## config.mk

```make
export PLATFORM = sky130hd
export DESIGN_NAME = banked_regfile
export DESIGN_NICKNAME = d
export VERILOG_FILES = /design/src/rtl/rf_pkg.sv /design/src/rtl/rf_bank_map.sv /design/src/rtl/rf_pair_mem.sv /design/src/rtl/rf_half_sel.sv /design/src/rtl/banked_regfile.sv
export SDC_FILE = /design/constraint.sdc
export NUM_CORES = 1
export LEC_CHECK = 0
export BUFFER_PORTS_ARGS = -buffer_cell sky130_fd_sc_hd__buf_2
export CAP_MARGIN = 20
export CELL_PAD_IN_SITES_DETAIL_PLACEMENT = 2
export CELL_PAD_IN_SITES_GLOBAL_PLACEMENT = 2
export CORE_ASPECT_RATIO = 1.5
export CORE_MARGIN = 4
export CORE_UTILIZATION = 49
export CTS_BUF_LIST = sky130_fd_sc_hd__clkbuf_2
export CTS_CLUSTER_SIZE = 28
export DETAILED_ROUTE_END_ITERATION = 10
export PLACE_DENSITY = 0.89
export REMOVE_ABC_BUFFERS = 1
export SLEW_MARGIN = 20
export SYNTH_ARGS = -nofsm -noshare
export SYNTH_HDL_FRONTEND = slang
export SYNTH_SLANG_ARGS = --single-unit
```

## constraint.sdc

```tcl
create_clock -name clk -period 2.8 [get_ports clk]
set_input_delay 0.56 -clock clk [delete_from_list [all_inputs] [get_ports clk]]
set_output_delay 0.56 -clock clk [all_outputs]
set_load 0.05 [all_outputs]
```

## src/rtl/rf_pkg.sv

```systemverilog
package rf_pkg;
   typedef enum logic {
      BANK_MAIN   = 1'b0,
      BANK_SHADOW = 1'b1
   } bank_e;

   localparam int unsigned RF_BANKS = 2;
endpackage

```

## src/rtl/rf_bank_map.sv

```systemverilog
module rf_bank_map
   import rf_pkg::*;
#(
   parameter int unsigned FIELD_W = 4
) (
   input  bank_e              bank,
   input  logic [FIELD_W-1:0] field,
   output logic [FIELD_W-1:0] row,
   output logic               half
);
   logic [FIELD_W:0] phys;

   always_comb begin
      phys = {bank, field};
      row  = phys[FIELD_W:1];
      half = phys[0];
   end
endmodule

```

## src/rtl/rf_pair_mem.sv

```systemverilog
module rf_pair_mem #(
   parameter int unsigned DATA_W = 16,
   parameter int unsigned ROW_W  = 4
) (
   input  logic                clk,
   input  logic                rst_n,
   input  logic                we,
   input  logic [ROW_W-1:0]    wr_row,
   input  logic                wr_half,
   input  logic [DATA_W-1:0]   wdata,
   input  logic [ROW_W-1:0]    rd_row,
   output logic [2*DATA_W-1:0] rd_word
);
   localparam int unsigned ROWS = 1 << ROW_W;

   logic [DATA_W-1:0] lo_q [ROWS];
   logic [DATA_W-1:0] hi_q [ROWS];

   always_ff @(posedge clk) begin
      if (we) begin
         if (wr_half) hi_q[wr_row] <= wdata;
         else         lo_q[wr_row] <= wdata;
      end
   end

   assign rd_word = {hi_q[rd_row], lo_q[rd_row]};

   // with no write and a steady row, the row read out must not move
   a_r1_no_write_hold: assert property (@(posedge clk) disable iff (!rst_n)
      (!we && rd_row == $past(rd_row) && !$past(we)) |-> $stable(rd_word));

   // a row read just after a write of that row shows the new half
   a_r7_write_lands: assert property (@(posedge clk) disable iff (!rst_n)
      (we && rd_row == wr_row) |=>
         (rd_row != $past(rd_row)) ||
         (($past(wr_half) ? rd_word[2*DATA_W-1:DATA_W] : rd_word[DATA_W-1:0]) == $past(wdata)));
endmodule

```

## src/rtl/rf_half_sel.sv

```systemverilog
module rf_half_sel #(
   parameter int unsigned DATA_W = 16
) (
   input  logic [2*DATA_W-1:0] word,
   input  logic                half,
   output logic [DATA_W-1:0]   data
);
   always_comb begin
      if (half) data = word[2*DATA_W-1:DATA_W];
      else      data = word[DATA_W-1:0];
   end
endmodule

```

## src/rtl/banked_regfile.sv

```systemverilog
module banked_regfile
   import rf_pkg::*;
#(
   parameter int unsigned DATA_W  = 16,
   parameter int unsigned FIELD_W = 4
) (
   input  logic                clk,
   input  logic                rst_n,
   input  logic                mode_load,
   input  logic                mode_val,
   input  logic                wr_en,
   input  logic [FIELD_W-1:0]  wr_field,
   input  logic [DATA_W-1:0]   wr_data,
   input  logic [FIELD_W-1:0]  rd_field_a,
   input  logic [FIELD_W-1:0]  rd_field_b,
   output logic [DATA_W-1:0]   rd_data_a,
   output logic [DATA_W-1:0]   rd_data_b,
   output logic [2*DATA_W-1:0] rd_pair_a,
   output logic [2*DATA_W-1:0] rd_pair_b
);
   localparam int unsigned RD_PORTS = 2;
   localparam int unsigned ROW_W    = FIELD_W;

   if (DATA_W < 1)  begin : g_bad_width  $error("DATA_W must be at least 1");  end
   if (FIELD_W < 1) begin : g_bad_field  $error("FIELD_W must be at least 1"); end
   if (RF_BANKS != 2) begin : g_bad_bank $error("bank mapping assumes two banks"); end

   bank_e bank_q;

   always_ff @(posedge clk or negedge rst_n) begin
      if (!rst_n)         bank_q <= BANK_MAIN;
      else if (mode_load) bank_q <= bank_e'(mode_val);
   end

   logic [ROW_W-1:0] wr_row;
   logic             wr_half;

   rf_bank_map #(.FIELD_W(FIELD_W)) u_wmap (
      .bank(bank_q), .field(wr_field), .row(wr_row), .half(wr_half)
   );

   logic [FIELD_W-1:0]  rd_field [RD_PORTS];
   logic [ROW_W-1:0]    rd_row   [RD_PORTS];
   logic                rd_half  [RD_PORTS];
   logic [2*DATA_W-1:0] rd_word  [RD_PORTS];
   logic [DATA_W-1:0]   rd_data  [RD_PORTS];

   assign rd_field[0] = rd_field_a;
   assign rd_field[1] = rd_field_b;

   for (genvar p = 0; p < RD_PORTS; p++) begin : g_port
      rf_bank_map #(.FIELD_W(FIELD_W)) u_rmap (
         .bank(bank_q), .field(rd_field[p]), .row(rd_row[p]), .half(rd_half[p])
      );

      rf_pair_mem #(.DATA_W(DATA_W), .ROW_W(ROW_W)) u_copy (
         .clk(clk), .rst_n(rst_n), .we(wr_en), .wr_row(wr_row), .wr_half(wr_half),
         .wdata(wr_data), .rd_row(rd_row[p]), .rd_word(rd_word[p])
      );

      rf_half_sel #(.DATA_W(DATA_W)) u_sel (
         .word(rd_word[p]), .half(rd_half[p]), .data(rd_data[p])
      );
   end

   assign rd_data_a = rd_data[0];
   assign rd_data_b = rd_data[1];
   assign rd_pair_a = rd_word[0];
   assign rd_pair_b = rd_word[1];

   // the mode flag moves only on a load cycle
   a_r5_mode_hold: assert property (@(posedge clk) disable iff (!rst_n)
      !mode_load |=> $stable(bank_q));

   // both copies receive every write, so equal fields give equal pairs
   a_r2_copies_agree: assert property (@(posedge clk) disable iff (!rst_n)
      (rd_field_a == rd_field_b && $past(wr_en)) |-> rd_pair_a == rd_pair_b);

   // the half output of port A matches the half of its pair picked by bit 0
   a_r6_half_of_pair: assert property (@(posedge clk) disable iff (!rst_n)
      rd_data_a == (rd_field_a[0] ? rd_pair_a[2*DATA_W-1:DATA_W] : rd_pair_a[DATA_W-1:0]));

   // same for port B
   a_r6_half_of_pair_b: assert property (@(posedge clk) disable iff (!rst_n)
      rd_data_b == (rd_field_b[0] ? rd_pair_b[2*DATA_W-1:DATA_W] : rd_pair_b[DATA_W-1:0]));
endmodule

```

==> results of run 1 <==
==> kinds of logic after synthesis <==
family | Yosys count | synth area share, %
AOI/OAI and AO/OA | 160 | 4.183
DFF | 513 | 61.88
muxes | 385 | 28.74
and+or+nand+nor | 158 | 2.765
buffers and inverters | 108 | 2.433
==> routing by layer <==
layer	GRT overflow	GRT usage, %
met1	2	78.99
met2	76	89.69
met3	0	65.20
met4	79	76.44
met5	0	34.34
==> cell usage after synthesis, types with 2 or more instances <==
cell type / number
edfxtp_1: 512
mux4_2: 252
nor2_1: 101
a22oi_1: 96
mux2_2: 65
a21oi_1: 64
mux2i_1: 64
clkbuf_1: 38
nand3_1: 36
buf_2: 32
buf_1: 14
buf_4: 12
buf_6: 8
nand2_1: 6
nor2b_1: 5
mux4_1: 3
and3_1: 2
and3b_1: 2
buf_12: 2
buf_8: 2
nand2b_1: 2
==> through the flow <==
step	worst slack [ps]	util (%)	instances	cell area (sq um)	hold slack, ps
3_5_place_dp	-376.3	56.44	2215	28170	337.7
4_1_cts	-1007	64.78	2537	32340	3.787
3_3_place_gp	-222.4	56.44	2215	28170	335.0
2_1_floorplan	-2477	-	1216	24280	264.4
==> repair_timing <==
action | in CTS
hold endpoints to repair | 526
pin swaps | 73
endpoints found under the setup margin | 102
buffers inserted | 66
gates cloned | 8
resized for setup | 538
hold buffers | 25
==> run_results.csv, run 1 <==
group,metric,value,unit
sta,worst-ep-kind,"top-level output",
floorplanning,io_pins,129,
synth,async_flop_share,0.1949,%
placed_design,dpl.hpwl,71.48,mm
floorplanning,rows,100,
synth,ys_types,27,
clocking,cts_num_sinks,513,
synth,yosys_warnings,0,
clocking,htree_num_levels,3,
sta,worst_endpoint,"rd_data_b[15]",
synth,syn_avg_cell_area,18.80,sq um
synth,synth_flop_cell,"edfxtp_1",
floorplanning,die_h,284.0,um
global_routing,grt_max_degree,43,
synth,synth_edf_count,512,
global_routing,antenna_found_initial,17,
global_routing,overflow,157,
status,error_line,"[ERROR GRT-0232] Routing congestion too high. Check the congestion heatmap in the GUI.",
global_routing,grt_use_total,77.55,%
clocking,cts_buffer_depth,3,
status,outcome,"did not finish",
synth,syn-cell-area,0.02489,sq mm
synth,synth_top_area_share,61.78,%
synth,netlist_top_cells_area,"edfxtp_1 62%, mux4_2 23%, mux2_2 2.9%",
clocking,root_buffer,"clkbuf_2",
status,stop_stage,"5_1_grt",
synth,synth-seq-area-share,61.88,%
floorplanning,start_util,49.85,%
synth,yosysTopAreaCell,"edfxtp_1",
synth,synth-seq-cells,513,
synth,synthCells,1324,
floorplanning,die_w,192.0,um
placed_design,place_congestion,0.8955,
placed_design,port_buffers,128,
clocking,cts_made_buffers,119,
==> inputs of run 2 (changes only) <==
--- a/config.mk
+++ b/config.mk
@@ -7,15 +7,10 @@
 export LEC_CHECK = 0
 export BUFFER_PORTS_ARGS = -buffer_cell sky130_fd_sc_hd__buf_2
 export CAP_MARGIN = 20
-export CELL_PAD_IN_SITES_DETAIL_PLACEMENT = 2
-export CELL_PAD_IN_SITES_GLOBAL_PLACEMENT = 2
-export CORE_ASPECT_RATIO = 1.5
 export CORE_MARGIN = 4
-export CORE_UTILIZATION = 49
-export CTS_BUF_LIST = sky130_fd_sc_hd__clkbuf_2
-export CTS_CLUSTER_SIZE = 28
+export CORE_UTILIZATION = 40
 export DETAILED_ROUTE_END_ITERATION = 10
-export PLACE_DENSITY = 0.89
+export PLACE_DENSITY_LB_ADDON = 0.15
 export REMOVE_ABC_BUFFERS = 1
 export SLEW_MARGIN = 20
 export SYNTH_ARGS = -nofsm -noshare
==> run 2 against run 1 <==
Against the previous run:
- the flow now finishes, with violations (negative setup slack)
- area after synthesis stayed put
- synthesized cell count stayed put
==> run_results.csv, run 2 <==
group,metric,value,unit
setup_path,rrSetupSlack,480,ps
min_path,worst_hold_path.num_cells,2,
setup_path,required,2240,ps
setup_path,worstSetupPathType,"flip-flop to output port",
synth,syn_avg_cell_area,18.80,sq um
min_path,worstHoldPathType,"primary input to flip-flop",
status,outcome,"complete, but fails checks",
finish,final_util,53.34,%
clocking,cts_tree,"done",
detailed_routing,num_vias,15844,
global_routing,grt_use_total,24.88,%
setup_path,path_common_cell,"buf_12",
sta,final.min_clock_period,2989,ps
clocking,cts_buffer_depth,3,
placed_design,port_buffers,128,
floorplanning,die_h,257.4,um
sta,worst_pin_slew,631.2,ps
synth,yosys_warnings,0,
synth,async_flop_share,0.1949,%
synth,syn-cell-area,0.02489,sq mm
finish,multi_input_area,0.009838,sq mm
synth,synth_most_common_cell,"edfxtp_1",
synth,synth_edf_count,512,
power,leakage,11.35,nW
global_routing,grt_pass1_wl,118.3,mm
setup_path,slowest_stage,"dfrtp_4",
synth,synth_commonest_cells,"512 x edfxtp_1, 252 x mux4_2, 101 x nor2_1, 96 x a22oi_1, 65 x mux2_2",
global_routing,grt_pass1_vias,16265,
power,ir_drop,0.0004600,V
floorplanning,io_pins,129,
synth,synth-seq-area-share,61.88,%
floorplanning,die_area,0.06627,sq mm
detailed_routing,drc,0,
sta,clock_skew,8.467,ps
global_routing,antenna_found_initial,1,
job,maxCapViolations,0,
detailed_routing,drtAntennaViolNets,0,
sta,drv_slew,0,
floorplanning,fp.coreArea,0.06160,sq mm
synth,synth_top_area_share,61.78,%
detailed_routing,vias_per_cell,6.148,
finish,syn2layout_area_growth,32.03,%
clocking,clock_latency,600,ps
floorplanning,start_util,40.40,%
min_path,hp-start,"mode_val",
sta,finalHoldViolCount,0,
detailed_routing,post_drt_wl_per_cell,32.61,um
setup_path,max_stage_delay,510,ps
finish,reg_top3,"g_port.u_copy.lo_q (256), g_port.u_copy.hi_q (256), bank_q (1)",
synth,synth-seq-cells,513,
status,violations,"negative setup slack",
sta,rsz0062_at_grt,"yes",
detailed_routing,firstDrtPassIters,6,
sta,slew_headroom,57.92,%
finish,final.fill_count,4814,
global_routing,overflow,0,
clocking,root_buffer,"clkbuf_16",
placed_design,dpl.hpwl,55.39,mm
synth,yosysTopAreaCell,"edfxtp_1",
setup_path,r2r-start,"bank_q",
finish,register_area,0.01540,sq mm
setup_path,critPathArrivalTime,2430,ps
sta,fin_crit_sh,106.7,%
detailed_routing,wl,84.04,mm
synth,netlist_top_cells_area,"edfxtp_1 62%, mux4_2 23%, mux2_2 2.9%",
synth,synth_flop_cell,"edfxtp_1",
synth,ys_types,27,
finish,drive_gt1_share,58.14,%
floorplanning,die_w,257.4,um
finish,final_common_cell,"edfxtp_1",
setup_path,path_cells,"buf_12 > buf_16 > and3b_2 > buf_12 > a22oi_2 > nand3_2 > buf_6 > buf_12",
placed_design,place_congestion,0.9240,
global_routing,grt_max_degree,33,
clocking,htree_num_levels,2,
setup_path,r2r_cells,7,
finish,fin_nets,1731,
power,power.density,596.7,mW/mm^2
sta,max_freq,0.3346,GHz
clocking,cts_num_sinks,513,
floorplanning,rows,91,
min_path,worst_hold_path.endpoint,"bank_q",
sta,hold_ws,198.1,ps
synth,synthCells,1324,
sta,finalSetupViolations,45,
sta,finalWorstSetupSlack,-188.6,ps
clocking,path_clk_slew,60,ps
finish,mostFrequentLayoutCells,"512 x edfxtp_1, 252 x mux4_2, 226 x buf_4",
setup_path,startpoint_type,"flip-flop",
setup_path,crit_fanout,8,
setup_path,cp-end-kind,"output port",
setup_path,rr_endpoint,"g_port[1].u_copy.hi_q[6][3]",
detailed_routing,dr.first_iter.drc_count,1939,
clocking,cts_made_buffers,53,
run 2: cell counts after synthesis:
Identical to the previous run, type by type.
run 2: area by class of cell:
| class | count | area share, % |
|---|---|---|
| diodes | 1 | 0.007616 |
| clock buffers | 67 | 4.326 |
| clock inverters | 29 | 1.036 |
| multi-input cells | 703 | 29.94 |
| flip-flops and latches | 513 | 46.88 |
| well taps | 837 | 3.187 |
| repair buffers | 427 | 14.62 |
run 2: worst max-delay path: cells and delay by family (launching register included):
kind | cells | cell delay, ps
compound gates | 1 | 170
buf+inv | 5 | 750
flops | 1 | 510
simple gates | 2 | 370
run 2: worst max-delay path by stage:
stage,depth (start not counted),end,from
2_1_floorplan,3,rd_data_a[0],bank_q
3_3_place_gp,8,rd_data_b[7],rd_field_b[1]
3_5_place_dp,8,rd_data_b[7],rd_field_b[1]
4_1_cts,8,rd_data_a[9],bank_q
5_1_grt,6,rd_data_a[7],g_port[1].u_copy.lo_q[7][7]
6_report,8,rd_data_a[7],bank_q
run 2: report_power, final:
group          switching, mW  internal, mW
logic                   2.21          1.63
clock network           2.92          4.31
registers             0.0276          8.52
total                   5.15          14.5
run 2: cells by family after synthesis:
logic type / after synthesis / share of synthesized area, %
mux: 385 / 28.74
buf+inv: 108 / 2.433
compound gates: 160 / 4.183
flops: 513 / 61.88
simple gates: 158 / 2.765
run 2: layer usage:
metal  GRT usage (%)  part of all wire, %  up-vias
li1                -                    -     6421
met1           34.85                   41     8525
met2           40.42                   48      763
met3           5.137                  8.2      133
met4           6.149                  2.7        2
met5               0               0.0083        -
run 2: timing repair:
item	4_1_cts	5_1_grt
endpoints found under the setup margin	86	92
buffers inserted	45	20
gates resized for setup	307	121
hold buffers	1	0
hold endpoints to repair	1	0
pin swaps	59	17
gates cloned	16	2
run 2: stage by stage:
stage	instance area, sq um	setup slack, ps	total power, mW	TNS [ps]	cells
5_1_grt	32850	-237.2	20.19	-6609	2576
4_1_cts	32340	-190.2	19.57	-6194	2558
2_1_floorplan	24280	-2477	10.35	-997090	1216
3_3_place_gp	28520	-394.2	11.74	-10560	2401
3_5_place_dp	28520	-382.7	11.75	-10480	2401
6_report	32860	-188.6	19.61	-4049	2577
Power figures use the tool's default switching activity.
==> inputs of run 3 (changes only) <==
--- a/config.mk
+++ b/config.mk
@@ -11,7 +11,9 @@
 export CORE_UTILIZATION = 40
 export DETAILED_ROUTE_END_ITERATION = 10
 export PLACE_DENSITY_LB_ADDON = 0.15
+export RECOVER_POWER = 50
 export REMOVE_ABC_BUFFERS = 1
+export SKIP_CTS_REPAIR_TIMING = 1
 export SLEW_MARGIN = 20
 export SYNTH_ARGS = -nofsm -noshare
 export SYNTH_HDL_FRONTEND = slang
==> run 3 against run 2 <==
Against the previous run:
- the flow finishes with violations (max-capacitance violations, negative setup slack)
- via count is 0.27% lower
- first-iteration DRC count is 8.7% lower
- sequential share of layout area up 0.60 points
- count of clock-buffer cells in the layout is the same
- largest cell class unchanged
- hold slack got worse by 2.4 ps
- core utilization shrank 0.67 points
- non-clock buffer count is 1 higher
- critical endpoint unchanged
- largest power group unchanged
- sequential power about the same
- die area stayed put
==> run_results.csv, run 3 (synthesis gave the netlist of run 2 again) <==
group,metric,value,unit
status,outcome,"complete, but fails checks",
status,violations,"max-capacitance violations, negative setup slack",
power,leakage,11.14,nW
min_path,worst_hold_path.endpoint,"bank_q",
floorplanning,start_util,40.40,%
sta,max_freq,0.3286,GHz
setup_path,r2r-start,"bank_q",
placed_design,port_buffers,128,
power,power.density,598.6,mW/mm^2
sta,drv_slew,0,
detailed_routing,drc,0,
placed_design,place_congestion,0.9240,
setup_path,worstSetupPathType,"flip-flop to output port",
floorplanning,die_area,0.06627,sq mm
setup_path,r2r_cells,8,
clocking,cts_num_sinks,513,
finish,syn2layout_area_growth,30.37,%
clocking,path_clk_slew,60,ps
detailed_routing,drtAntennaViolNets,0,
finish,reg_top3,"g_port.u_copy.lo_q (256), g_port.u_copy.hi_q (256), bank_q (1)",
detailed_routing,vias_per_cell,6.130,
power,ir_drop,0.0004565,V
clocking,root_buffer,"clkbuf_16",
clocking,cts_made_buffers,53,
setup_path,cp-end-kind,"output port",
finish,fin_nets,1732,
setup_path,rr_endpoint,"g_port[1].u_copy.hi_q[10][13]",
sta,rsz0062_at_grt,"yes",
detailed_routing,num_vias,15802,
sta,worst_pin_slew,1498,ps
global_routing,grt_use_total,23.45,%
detailed_routing,firstDrtPassIters,5,
sta,finalSetupViolations,51,
floorplanning,die_h,257.4,um
min_path,worst_hold_path.num_cells,2,
clocking,clock_latency,600,ps
floorplanning,die_w,257.4,um
placed_design,dpl.hpwl,55.39,mm
floorplanning,io_pins,129,
sta,fin_crit_sh,108.7,%
min_path,worstHoldPathType,"primary input to flip-flop",
setup_path,rrSetupSlack,330,ps
finish,drive_gt1_share,55.23,%
min_path,hp-start,"mode_val",
sta,finalHoldViolCount,0,
floorplanning,rows,91,
setup_path,crit_fanout,16,
sta,hold_ws,195.7,ps
global_routing,antenna_found_initial,1,
global_routing,grt_pass1_wl,112.3,mm
detailed_routing,dr.first_iter.drc_count,1770,
floorplanning,fp.coreArea,0.06160,sq mm
global_routing,grt_pass1_vias,15561,
setup_path,startpoint_type,"flip-flop",
setup_path,critPathArrivalTime,2480,ps
global_routing,grt_max_degree,40,
clocking,cts_buffer_depth,3,
sta,final.min_clock_period,3043,ps
clocking,cts_tree,"done",
sta,slew_headroom,0.1487,%
finish,final_common_cell,"edfxtp_1",
sta,clock_skew,5.879,ps
setup_path,required,2240,ps
global_routing,overflow,0,
finish,final_util,52.67,%
job,maxCapViolations,1,
detailed_routing,wl,82.61,mm
clocking,htree_num_levels,2,
sta,finalWorstSetupSlack,-243.3,ps
finish,mostFrequentLayoutCells,"512 x edfxtp_1, 254 x mux4_2, 242 x buf_4",
detailed_routing,post_drt_wl_per_cell,32.04,um
-- run 3: worst max-delay path by stage --
stage | start | to | slack, ps | cells after the start
2_1_floorplan | bank_q | rd_data_a[0] | -2480 | 3
3_3_place_gp | rd_field_b[1] | rd_data_b[7] | -390 | 8
3_5_place_dp | rd_field_b[1] | rd_data_b[7] | -380 | 8
4_1_cts | bank_q | rd_data_a[2] | -540 | 5
5_1_grt | bank_q | rd_data_a[7] | -270 | 8
6_report | bank_q | rd_data_a[7] | -240 | 8
-- run 3: area by class of cell --
type                            count  area [sq um]
Timing Repair Buffer              428          4567
Fill cell                        4875         29150
Clock inverter                     29         340.3
Antenna cell                        1         2.502
Clock buffer                       67          1421
Sequential cell                   513         15400
Tap cell                          837          1047
Multi-Input combinational cell    703          9662
-- run 3: per-layer routing --
| layer | share of wire, % | up-vias | GRT usage, % |
|---|---|---|---|
| met4 | 2.3 | 2 | 5.260 |
| met2 | 48 | 715 | 37.91 |
| li1 | - | 6430 | - |
| met3 | 7.8 | 117 | 4.763 |
| met5 | 0.0085 | - | 0 |
| met1 | 42 | 8538 | 33.31 |
-- run 3: critical path, stage by stage, from the launching register on --
cell,delay (ps)
dfrtp_4,500
buf_12,170
buf_16,160
and3b_2,240
buf_12,160
a22oi_2,200
nand3_2,130
buf_6,160
buf_12,140
-- run 3: through the flow --
stage | setup WS [ps] | setup TNS [ps] | power (mW) | std cells | instance area, sq um
after floorplan | -2477 | -997090 | 10.35 | 1216 | 24280
after global placement | -394.2 | -10560 | 11.74 | 2401 | 28520
after detailed placement | -382.7 | -10480 | 11.75 | 2401 | 28520
after CTS | -543.5 | -19090 | 18.93 | 2497 | 30280
after global routing | -270.6 | -7631 | 20.01 | 2577 | 32440
final | -243.3 | -4933 | 19.42 | 2578 | 32440
-- run 3: power by group --
part | switching, mW | internal (mW) | leakage, nW
Combinational | 2.15 | 1.50 | 5.65
Clock | 2.92 | 4.31 | 0.863
Sequential | 0.0270 | 8.53 | 4.62
Total | 5.09 | 14.3 | 11.1
==> inputs of run 4 (changes only) <==
--- a/config.mk
+++ b/config.mk
@@ -8,7 +8,7 @@
 export BUFFER_PORTS_ARGS = -buffer_cell sky130_fd_sc_hd__buf_2
 export CAP_MARGIN = 20
 export CORE_MARGIN = 4
-export CORE_UTILIZATION = 40
+export CORE_UTILIZATION = 61
 export DETAILED_ROUTE_END_ITERATION = 10
 export PLACE_DENSITY_LB_ADDON = 0.15
 export RECOVER_POWER = 50
==> constraint.sdc (replaced) <==
create_clock -name clk -period 2.8 [get_ports clk]
set_input_delay 0.56 -clock clk [delete_from_list [all_inputs] [get_ports clk]]
set_output_delay 0.56 -clock clk [all_outputs]
set_load 0.1 [all_outputs]
==> run 4 against run 3 <==
Against the previous run:
- the run ends with max-capacitance violations, max-slew violations, negative setup slack left
- fmax shrank 0.46%
- sequential share of layout area grew 0.18 points
- cell count shrank 13%
- critical endpoint is now rd_data_b[3]
- largest power group unchanged
==> run_results.csv, run 4 (synthesis gave the netlist of run 2 again) <==
group,metric,value,unit
setup_path,startpoint_type,"flip-flop",
detailed_routing,post_drt_wl_per_cell,36.31,um
detailed_routing,drtAntennaViolNets,0,
power,leakage,11.23,nW
finish,fin_nets,1717,
setup_path,r2r_cells,7,
finish,final_common_cell,"edfxtp_1",
sta,drv_slew,66,
sta,finalHoldViolCount,0,
clocking,cts_buffer_depth,3,
floorplanning,fp.coreArea,0.04001,sq mm
global_routing,antenna_found_initial,3,
setup_path,slowest_stage,"dfrtp_4",
detailed_routing,dr.first_iter.drc_count,2529,
setup_path,path_common_cell,"buf_12",
setup_path,path_cells,"buf_12 > mux2_2 > a22oi_1 > nand3_1 > buf_12",
floorplanning,rows,73,
detailed_routing,drc,0,
global_routing,grt_use_total,33.85,%
sta,finalWorstSetupSlack,-257.4,ps
sta,worst_pin_slew,1575,ps
sta,setup_tns,-6171,ps
finish,drive_gt1_share,56.03,%
floorplanning,die_area,0.04409,sq mm
detailed_routing,vias_per_cell,7.499,
job,maxCapViolations,2,
detailed_routing,num_vias,16872,
finish,syn2layout_area_growth,29.88,%
sta,finalSetupViolations,57,
setup_path,worstSetupPathType,"flip-flop to output port",
floorplanning,io_pins,129,
status,outcome,"complete, but fails checks",
min_path,worstHoldPathType,"primary input to flip-flop",
clocking,clock_latency,610,ps
setup_path,critPathArrivalTime,2500,ps
setup_path,crit_fanout,41,
sta,clock_skew,20.46,ps
placed_design,dpl.hpwl,51.41,mm
finish,final_util,80.79,%
sta,hold_ws,213.8,ps
global_routing,grt_pass1_wl,107.8,mm
global_routing,grt_max_degree,42,
finish,reg_top3,"g_port.u_copy.lo_q (256), g_port.u_copy.hi_q (256), bank_q (1)",
placed_design,place_congestion,0.9389,
power,ir_drop,0.0005735,V
placed_design,port_buffers,128,
clocking,cts_num_sinks,513,
finish,register_area,0.01540,sq mm
sta,slew_headroom,-5.008,%
sta,final.min_clock_period,3057,ps
floorplanning,die_h,210.0,um
floorplanning,start_util,62.21,%
clocking,path_clk_slew,60,ps
detailed_routing,wl,81.70,mm
setup_path,cp-end-kind,"output port",
clocking,root_buffer,"clkbuf_16",
sta,fin_crit_sh,109.2,%
global_routing,overflow,0,
min_path,worst_hold_path.num_cells,2,
detailed_routing,firstDrtPassIters,9,
clocking,cts_tree,"done",
finish,multi_input_area,0.009762,sq mm
global_routing,grt_pass1_vias,15731,
status,violations,"max-capacitance violations, max-slew violations, negative setup slack",
sta,max_freq,0.3271,GHz
power,power.density,616.9,mW/mm^2
setup_path,max_stage_delay,530,ps
sta,rsz0062_at_grt,"yes",
finish,final.fill_count,1951,
clocking,cts_made_buffers,51,
clocking,htree_num_levels,2,
finish,mostFrequentLayoutCells,"512 x edfxtp_1, 253 x mux4_2, 206 x buf_4",
floorplanning,die_w,210.0,um
setup_path,required,2240,ps
## run 4: cell types whose count changed in the layout (fill, tap and decap cells not counted), sizes merged
| cell | previous run | this run |
|---|---|---|
| buf | 396 | 377 |
| clkbuf | 98 | 103 |
| bufinv | 8 | 4 |
| inv | 1 | 3 |
| clkinv | 19 | 20 |
| clkinvlp | 1 | 0 |
## run 4: layout make-up
cell class | count | share of cell area (%)
flip-flops and latches | 513 | 47.66
multi-input cells | 703 | 30.20
repair buffers | 415 | 15.13
clock buffers | 66 | 4.247
well taps | 525 | 2.032
clock inverters | 27 | 0.7239
diodes | 1 | 0.007742
## run 4: critical path, delay by kind of cell, from the launching register on
kind | cells | cell delay, ps
compound gates | 1 | 170
buf+inv | 2 | 510
flops | 1 | 530
mux | 1 | 420
simple gates | 1 | 200
## run 4: path summary, 6_finish.rpt
check                          from                          end  slack (ps)
max                          bank_q                 rd_data_b[3]        -260
min                        mode_val                       bank_q         210
max reg2reg                  bank_q  g_port[1].u_copy.hi_q[1][5]         350
min reg2reg                  bank_q                       bank_q        1070
max in group asynchronous     rst_n                       bank_q        2400
min in group asynchronous     rst_n                       bank_q         310
## run 4: per-layer routing
metal,track usage [%],vias to the layer above,wire length [um]
li1,-,6386,-
met3,9.927,278,12050
met2,51.23,1550,37760
met4,9.878,4,3734
met1,49.43,8654,28120
met5,0,-,31
## run 4: power by group
| part | switching (mW) | total, mW | internal [mW] |
|---|---|---|---|
| Clock | 2.89 | 6.71 | 3.81 |
| Combinational | 2.96 | 4.67 | 1.71 |
| Sequential | 0.0344 | 8.56 | 8.52 |
| Total | 5.89 | 19.9 | 14.1 |
## run 4: per-stage QoR
step	setup slack (ps)	cells	cell area [sq um]	total power [mW]
after floorplan	-2824	1216	24280	11.10
after global placement	-319.9	2070	28180	12.55
after detailed placement	-356.2	2070	28180	12.59
after CTS	-492.3	2163	29780	19.16
after global routing	-280.3	2250	32320	20.42
final	-257.4	2250	32320	19.94
